### src/rtl/char_tally.sv
module char_tally #(
  parameter int CHAR_W = 8,
  parameter int BLOCK_LEN = 256,
  parameter logic [CHAR_W-1:0] TARGET = 8'h40,
  localparam int PH_W = $clog2(CHAR_W),
  localparam int IDX_W = $clog2(BLOCK_LEN),
  localparam int CNT_W = $clog2(BLOCK_LEN + 1)
) (
  input  logic             clk,
  input  logic             rst_n,
  input  logic             bit_in,
  output logic [CNT_W-1:0] block_count,
  output logic             block_done
);
  localparam logic [PH_W-1:0]  LAST_PH  = PH_W'(CHAR_W - 1);
  localparam logic [IDX_W-1:0] LAST_CHR = IDX_W'(BLOCK_LEN - 1);

  logic [PH_W-1:0]   phase;
  logic [CHAR_W-2:0] hist;
  logic [IDX_W-1:0]  chr;
  logic [CNT_W-1:0]  tally;

  wire               last_bit = (phase == LAST_PH);
  wire [CHAR_W-1:0]  win      = {hist, bit_in};
  wire               hit      = last_bit && (win == TARGET);
  wire               blk_end  = last_bit && (chr == LAST_CHR);
  wire [CNT_W-1:0]   tally_nx = tally + CNT_W'(hit);

  always_ff @(posedge clk or negedge rst_n) begin
    if (!rst_n) begin
      phase       <= '0;
      hist        <= '0;
      chr         <= '0;
      tally       <= '0;
      block_count <= '0;
      block_done  <= 1'b0;
    end else begin
      hist       <= win[CHAR_W-2:0];
      phase      <= last_bit ? '0 : phase + 1'b1;
      block_done <= blk_end;
      if (last_bit) chr <= blk_end ? '0 : chr + 1'b1;
      if (blk_end) begin
        block_count <= tally_nx;
        tally       <= '0;
      end else begin
        tally <= tally_nx;
      end
    end
  end
endmodule


### config.mk
export PLATFORM = sky130hd
export DESIGN_NAME = char_tally
export DESIGN_NICKNAME = d
export VERILOG_FILES = /design/src/rtl/char_tally.sv
export SDC_FILE = /design/constraint.sdc
export NUM_CORES = 1
export LEC_CHECK = 0
export ABC_AREA = 0
export BUFFER_PORTS_ARGS = -buffer_cell sky130_fd_sc_hd__buf_4
export CORE_ASPECT_RATIO = 1.25
export CORE_UTILIZATION = 45
export CTS_CLUSTER_SIZE = 25
export DETAILED_ROUTE_END_ITERATION = 8
export PLACE_DENSITY = 0.68
export SETUP_SLACK_MARGIN = 0.05
export SYNTH_ARGS = -nofsm -noshare
export SYNTH_HDL_FRONTEND = slang
export SYNTH_SLANG_ARGS = --single-unit
### constraint.sdc
create_clock -name clk -period 2.25 [get_ports clk]
set_input_delay 0.45 -clock clk [delete_from_list [all_inputs] [get_ports clk]]
set_output_delay 0.45 -clock clk [all_outputs]
set_load 0.03 [all_outputs]
== Word-level counts from Yosys, hierarchy flattened ==
Cells that the tools add are included.

* Input bits: 3
* Register bits after elaboration: 37

* Multiplexer cells: 3
* Reductions and logical operators: 2
* Equality and inequality tests: 3
* Add/subtract/negate cells: 3

{| class="wikitable"
|+ Operators with widths
! operator !! number
|-
| $add A9 B1 Y9 || 1
|-
| $mux W9 || 1
|-
| $add A8 B1 Y8 const B || 1
|-
| $eq A8 B7 Y1 const B || 1
|-
| $eq A8 B8 Y1 const B || 1
|-
| $mux W8 || 1
|-
| $add A3 B1 Y3 const B || 1
|-
| $eq A3 B3 Y1 const B || 1
|-
| $mux W3 || 1
|-
| $logic_and A1 B1 Y1 || 2
|}

== Depth between registers and ports, before layout ==
Gate-level depths: netlist of the first run.

* Word-level depth: 4
* Mapped depth: 10

== Worst setup path before layout of the first run ==
No wires, ideal clock.

* Path kind: flip-flop to flip-flop
* From: register hist[4]
* To: register block_count[6]
* Arrival: 2.087 ns
* Stages on the path, launching flop included: 8
* Setup slack: 0.082 ns
* Setup time: 0.082 ns
* Data required time: 2.168 ns
* Cells stage by stage: dfrtp_1 > or4_1 > nor4_1 > ha_1 > ha_1 > nand2_1 > or3_1 > a31oi_1

* Cells in the longest elaborated chain, start to end: 3

{| class="wikitable"
|+ RTL lines
! what !! line !! source
|-
| start: declaration || 19 || <nowiki>logic [CHAR_W-2:0] hist;</nowiki>
|-
| start signal: assignment || 38 || <nowiki>hist <= win[CHAR_W-2:0];</nowiki>
|-
| $eq A8 B7 Y1 || 25 || <nowiki>wire hit = last_bit && (win == TARGET);</nowiki>
|-
| $logic_and A1 B1 Y1 || 25 ||
|-
| $add A9 B1 Y9 || 27 || <nowiki>wire [CNT_W-1:0] tally_nx = tally + CNT_W'(hit);</nowiki>
|-
| end signal: assignment || 43 || <nowiki>block_count <= tally_nx;</nowiki>
|-
| end: declaration || 12 || <nowiki>output logic [CNT_W-1:0] block_count,</nowiki>
|}

Every way passes these cells.
A chain may end at the register's enable or synchronous reset.

== Worst setup path after layout of the first run ==
* From: register hist[4]
* To: register block_count[8]

Same word-level chain as after synthesis.

==> summary.txt, run 1 <==
Detailed routing
  – Drc violations: 0
  – Post-route ant nets: 0
  – Initial DRC Count: 22
  – Average wire per cell in the routed design: approximately 14 um
  – First-pass iteration count of the detailed router: 4
  – Total Wirelength: 2.44 mm
  – Detailed-route via count: 963
  – Vias per inst: approximately 5.6

Logic synthesis
  – Synth unique cells: 26
  – Flops & latches, synth: 37
  – Ys Warns: 0
  – Gate Count Post-Synth: 118
  – Mean Syn Cell Area: between 10 and 15 um^2
  – Syn nets: ~130
  – Sequential share of the synthesized area: between 60% and 70%
  – Mapped cell area: 1510 um^2

Clock tree
  – Setup bufs post-CTS: 0
  – H-tree depth: 2
  – Worst-path clk slew: around 0.070 ns
  – # clock sinks: 37
  – CTS buffer count: 5
  – CTS tree: yes
  – Later-pin clock latency in the skew report: between 0.2 and 0.3 ns
  – CTS root buf: clkbuf_8
  – Clock Path Buffers: 2

STA
  – Hold_ws: between 0.1 and 0.15 ns
  – Final hold violations: 0
  – Fin crit period: 2.15 ns
  – Fin. max-slew vios: 0
  – Tcrit/Tclk final: between 90% and 100%
  – Final-report setup violation count: 0
  – Slew HR: 70.3%
  – RSZ-0062 raised after global routing: true
  – Clock skew: ~0.0083 ns
  – Max Clk Rate: 464 MHz
  – Least-Margin Pin Slew: between 0.4 and 0.5 ns

Power and ir drop
  – Max VDD drop: about 0.47 mV
  – Pwr Density: 657 nW/um^2
  – Lkg Pwr: roughly 0.76 nW

Global routing
  – Remaining Overflow, GRT: 0
  – Vias in the first global route: about 950
  – GR Layer Usage met2: roughly 25%
  – M3 GR Usage: 4.11%
  – Largest net degree at the start of global routing: 38
  – Global-route wire length before repair: about 4.1 mm
  – Gr usage total: between 10% and 20%
  – GR peak layer: met2
  – Antenna violations before repair: 0
  – Met1 usage: between 20% and 30%

Critical path
  – Crit path launch type: flop
  – Arrival time of the worst setup path: roughly 2.4 ns
  – Worst R2R Path Depth: 7
  – Crit path kind: reg -> reg
  – Max FO, Critical Path: 3
  – CP peak stage delay: 0.55 ns
  – CP Cell Sequence: or4_4 > nor4_4 > ha_2 > ha_4 > nand3_2 > or3_4 > a31oi_4
  – WP depth: 7
  – Critical Path RT: roughly 2.5 ns
  – Delay-heaviest family, CP: simple AND/OR/NAND/NOR gates
  – CP endpoint kind: flop
  – Worst path buffer plus inverter count: 0
  – CP max stage cell: or4_4

Floorplanning
  – IO Pins: 13
  – Initial Utilization: between 40 and 50%
  – Core area: 3190 um^2
  – Chip width: 53.8 um
  – Core Rows: 23
  – Die ar.: between 3000 and 4000 um^2
  – Die Height: roughly 67 um

Placement
  – I/O Buffers: 12
  – Hpwl dp: 1.57 mm
  – GP Congestion: 0.736
  – Inst Count DP: roughly 170

Finish
  – Final instance count without filler cells: about 170
  – Final #Nets: 143
  – Post-layout util: between 50% and 60%
  – Synth-to-layout area growth: 20.3%
  – Share of layout cells above drive strength 1: about two fifths
  – Commonest non-fill, non-tap cells in the layout: dfrtp_1, buf_4, a21oi_1, clkbuf_8
  – Commonest non-fill, non-tap cell in the layout: dfrtp_1
  – ANT cells: 0

Min path
  – Worst min path class: in -> async

Status
  – Outcome: finished, final reports clean

Job
  – Max Cap Viol: 0
layer usage:
layer  routed length (um)  part of all wire (%)
met1                 1080                    44
met2                 1210                    49
met3                   88                   3.6
met4                   64                   2.6
met5                    0                     0
where the power goes:
part           internal [mW]  switching [mW]
Sequential             0.673         0.00462
Combinational        0.00471          0.0135
Clock                  0.277           0.219
Total                  0.954           0.237
timing repair:
item,in CTS,in global routing
gates cloned,0,0
setup endpoints to repair,11,9
pin swaps,4,5
gates resized for setup,7,10
hold buffers,0,0
final cells by class:
type,count,area (um^2)
Clock buffer,7,96.3
Tap cell,37,46.3
Multi-Input combinational cell,76,627
Sequential cell,37,926
Clock inverter,1,5.00
Fill cell,270,1380
Timing Repair Buffer,15,113
stage by stage:
step	TNS (ns)	setup slack (ns)	power [mW]	instance area [um^2]
finish	0	0.0953	1.19	1810
floorplan	0	0.0816	0.690	1510
detailed placement	-1.06	-0.183	0.707	1620
CTS	0	0.0665	1.21	1750
global route	-0.00207	-0.00195	1.24	1810
global placement	-0.421	-0.105	0.706	1620
cell usage after synthesis, drive strengths merged:
library cell,instances,share of area (%)
a21oi,16,6.6
a22o,1,0.58
a31oi,4,1.7
and2,1,0.58
and3,1,0.42
and4,3,1.9
buf,5,3.3
dfrtp,37,61
ha,5,4.2
mux2,4,3.0
nand2,5,1.2
nand3,4,1.3
nand3b,1,0.50
nand4,3,1.2
nor2,6,2.2
nor2b,2,0.83
nor4,1,0.42
o21ai,6,2.0
or3,5,2.1
or4,1,0.50
xnor2,5,2.9
xor2,2,1.2
registers in the layout, summed over array words and instances, names as in the netlist:
register and flops:
chr 8, phase 3, block_done 1, tally 9
hist 7, block_count 9
kinds of logic (layout without fill, tap and decap cells):
logic type	after synthesis	in the layout	share of synthesized area, %
adders and majority gates	5	5	4.15
muxes	4	4	2.99
buffers and inverters	5	23	3.32
AOI/OAI and AO/OA	27	27	10.8
xor gates and xnor gates	7	7	4.07
and+or+nand+nor	33	33	13.2
DFF	37	37	61.5
worst paths after layout:
kind / start / endpoint / slack (ns)
worst max-delay path: hist[4] / block_count[8] / 0.1
worst min register to register: hist[5] / hist[6] / 0.37
worst max register to register: hist[4] / block_count[8] / 0.1
min in group clk: bit_in / hist[0] / 0.28
max in group asynchronous: rst_n / block_count[3] / 1.83
worst min-delay path: rst_n / chr[7] / 0.11
Note: power is estimated with default switching activity, not from simulation.
==> run 2, diff against run 1 <==
--- a/config.mk
+++ b/config.mk
@@ -11,7 +11,7 @@
 export CORE_UTILIZATION = 45
 export CTS_CLUSTER_SIZE = 25
 export DETAILED_ROUTE_END_ITERATION = 8
-export PLACE_DENSITY = 0.68
+export PLACE_DENSITY = 0.66
 export SETUP_SLACK_MARGIN = 0.05
 export SYNTH_ARGS = -nofsm -noshare
 export SYNTH_HDL_FRONTEND = slang
==> constraint.sdc (replaced) <==
create_clock -name clk -period 2.6 [get_ports clk]
set_input_delay 0.52 -clock clk [delete_from_list [all_inputs] [get_ports clk]]
set_output_delay 0.52 -clock clk [all_outputs]
set_load 0.03 [all_outputs]
==> run 2 against run 1 <==
  * Clock-buffer cell count did not move
  * Die area did not move
  * Core utilization fell by 3.0 points
  * Largest power group unchanged
  * Combinational power fell by 18%
==> summary.txt, run 2 (same netlist as run 1, synthesis figures left out) <==
Clock tree
  – CTS tree: yes
  – Worst-path clk slew: 0.07 ns (about the same)
  – CTS buffer count: 5 (unchanged)
  – Later-pin clock latency in the skew report: 0.28 ns (about the same)
  – Hold-fix buffers at CTS: 0 (unchanged)
  – Clock Path Buffers: 2 (unchanged)
  – CTS root buf: clkbuf_8
  – Post_cts resized: 0 (-7)
  – H-tree depth: 2 (unchanged)
  – Setup bufs post-CTS: 0 (unchanged)
  – # clock sinks: 37 (unchanged)

Global routing
  – Antenna violations before repair: 0 (unchanged)
  – Vias in the first global route: 946 (+0.11%)
  – Largest net degree at the start of global routing: 38 (unchanged)
  – Remaining Overflow, GRT: 0 (unchanged)
  – Global-route wire length before repair: 4.24 mm (+3.2%)
  – Gr usage total: 17.2% (+0.64 points)

STA
  – Post-layout worst setup margin: 0.252 ns (+0.157 ns)
  – Fin. max-slew vios: 0 (unchanged)
  – Final hold violations: 0 (unchanged)
  – RSZ-0062 raised after global routing: false
  – Tcrit/Tclk final: 90.3% (-5.5 points)
  – Setup TNS: 0 ns (unchanged)
  – Slew HR: 69.9% (-0.41 points)
  – Clock skew: 0.00285 ns (-0.00549 ns)
  – Fin crit period: 2.35 ns (+0.193 ns)
  – Least-Margin Pin Slew: 0.451 ns (+0.00608 ns)
  – Hold_ws: 0.182 ns (+0.0768 ns)
  – Final-report setup violation count: 0 (unchanged)
  – Max Clk Rate: 426 MHz (-8.2%)

Finish
  – Design area: 1720 um^2 (-5.3%)
  – Commonest non-fill, non-tap cells in the layout: dfrtp_1, buf_4, a21oi_1, o21ai_0, clkbuf_8
  – Share of layout cells above drive strength 1: 26.1% (-12 points)
  – Commonest non-fill, non-tap cell in the layout: dfrtp_1
  – Final instance count without filler cells: 171 (-1.2%)
  – Final #Nets: 141 (-1.4%)
  – Synth-to-layout area growth: 14.0%
  – Post-layout util: 53.7% (-3.0 points)
  – Top Registers: block_count (9), tally (9), chr (8)
  – ANT cells: 0 (unchanged)

Critical path
  – Worst R2R Path Depth: 7 (unchanged)
  – Crit path kind: reg -> reg
  – R2R Setup Slk: 0.25 ns (+0.16 ns)
  – Crit path launch type: flop
  – Critical Path RT: 2.80 ns (+0.34 ns)
  – Critical Path Sink: block_count[8]
  – Arrival time of the worst setup path: 2.55 ns (+0.19 ns)
  – Max FO, Critical Path: 4 (+1)
  – CP endpoint kind: flop
  – Reg-to-reg endpoint: block_count[8]
  – Critical path origin: hist[4]
  – Reg2reg start: hist[4]

Min path
  – Worst min path class: in -> async

Power and ir drop
  – Lkg Pwr: 0.744 nW (-2.1%)
  – Tot Pwr: 1.11 mW (-7.1%)
  – Pwr Density: 644 nW/um^2 (-1.9%)
  – Max VDD drop: 0.430 mV (-9.2%)

Job
  – Max Cap Viol: 0 (unchanged)

Detailed routing
  – Vias per inst: 5.50 (-1.2%)
  – Drc violations: 0 (unchanged)
  – Post-route ant nets: 0 (unchanged)
  – Detailed-route via count: 940 (-2.4%)
  – Total Wirelength: 2.35 mm (-3.8%)
  – Average wire per cell in the routed design: 13.7 um (-2.7%)
  – First-pass iteration count of the detailed router: 4 (unchanged)
  – Initial DRC Count: 22 (unchanged)

Floorplanning
  – Core Rows: 23 (unchanged)
  – IO Pins: 13 (unchanged)
  – Die ar.: 3580 um^2 (unchanged)
  – Core area: 3190 um^2 (unchanged)
  – Chip width: 53.8 um (unchanged)
  – Initial Utilization: 47.2% (unchanged)
  – Die Height: 66.7 um (unchanged)

Placement
  – Worst slack, placed: 0.0909 ns (+0.273 ns)
  – Hpwl dp: 1.59 mm (+0.87%)
  – DP Area: 1600 um^2 (-0.93%)
  – Inst Count DP: 163 (-1.2%)
  – I/O Buffers: 12 (unchanged)
  – GP Congestion: 0.762 (+3.6%)

Status
  – Outcome: finished, final reports clean
[run 2: layout make-up]
| class | count | area [um^2] |
|---|---|---|
| Clock buffer | 7 | 86.3 |
| Tap cell | 37 | 46.3 |
| Timing Repair Buffer | 13 | 97.6 |
| Clock inverter | 1 | 30.0 |
| Multi-Input combinational cell | 76 | 531 |
| Sequential cell | 37 | 926 |
| Fill cell | 301 | 1480 |
[run 2: worst max-delay path, stage by stage, from the launching register on]
cell     delay (ns)
dfrtp_1        0.38
or4_1          0.52
nor4_1         0.26
ha_1           0.23
ha_1           0.22
nand3_1        0.11
or3_1          0.36
a31oi_1        0.19
[run 2: routing by layer]
metal  vias up  part of all wire (%)  global-route usage (%)
met3         7                   3.7                    4.79
met5         -                     0                       0
li1        449                     -                       -
met1       467                    46                    21.6
met2        17                    47                    24.8
met4         0                   2.9                    11.8
[run 2: worst min path at each step]
stage	end	cells past startpoint
2_1_floorplan	block_count[0]	0
3_3_place_gp	hist[5]	0
3_5_place_dp	hist[5]	0
4_1_cts	chr[5]	1
5_1_grt	hist[2]	1
6_report	chr[4]	1
[run 2: report_power, final]
part | leakage, nW | internal [mW] | switching, mW | total, mW
sequential | 0.447 | 0.582 | 0.00293 | 0.585
clock | 0.0585 | 0.313 | 0.194 | 0.506
combinational | 0.238 | 0.00342 | 0.0115 | 0.0149
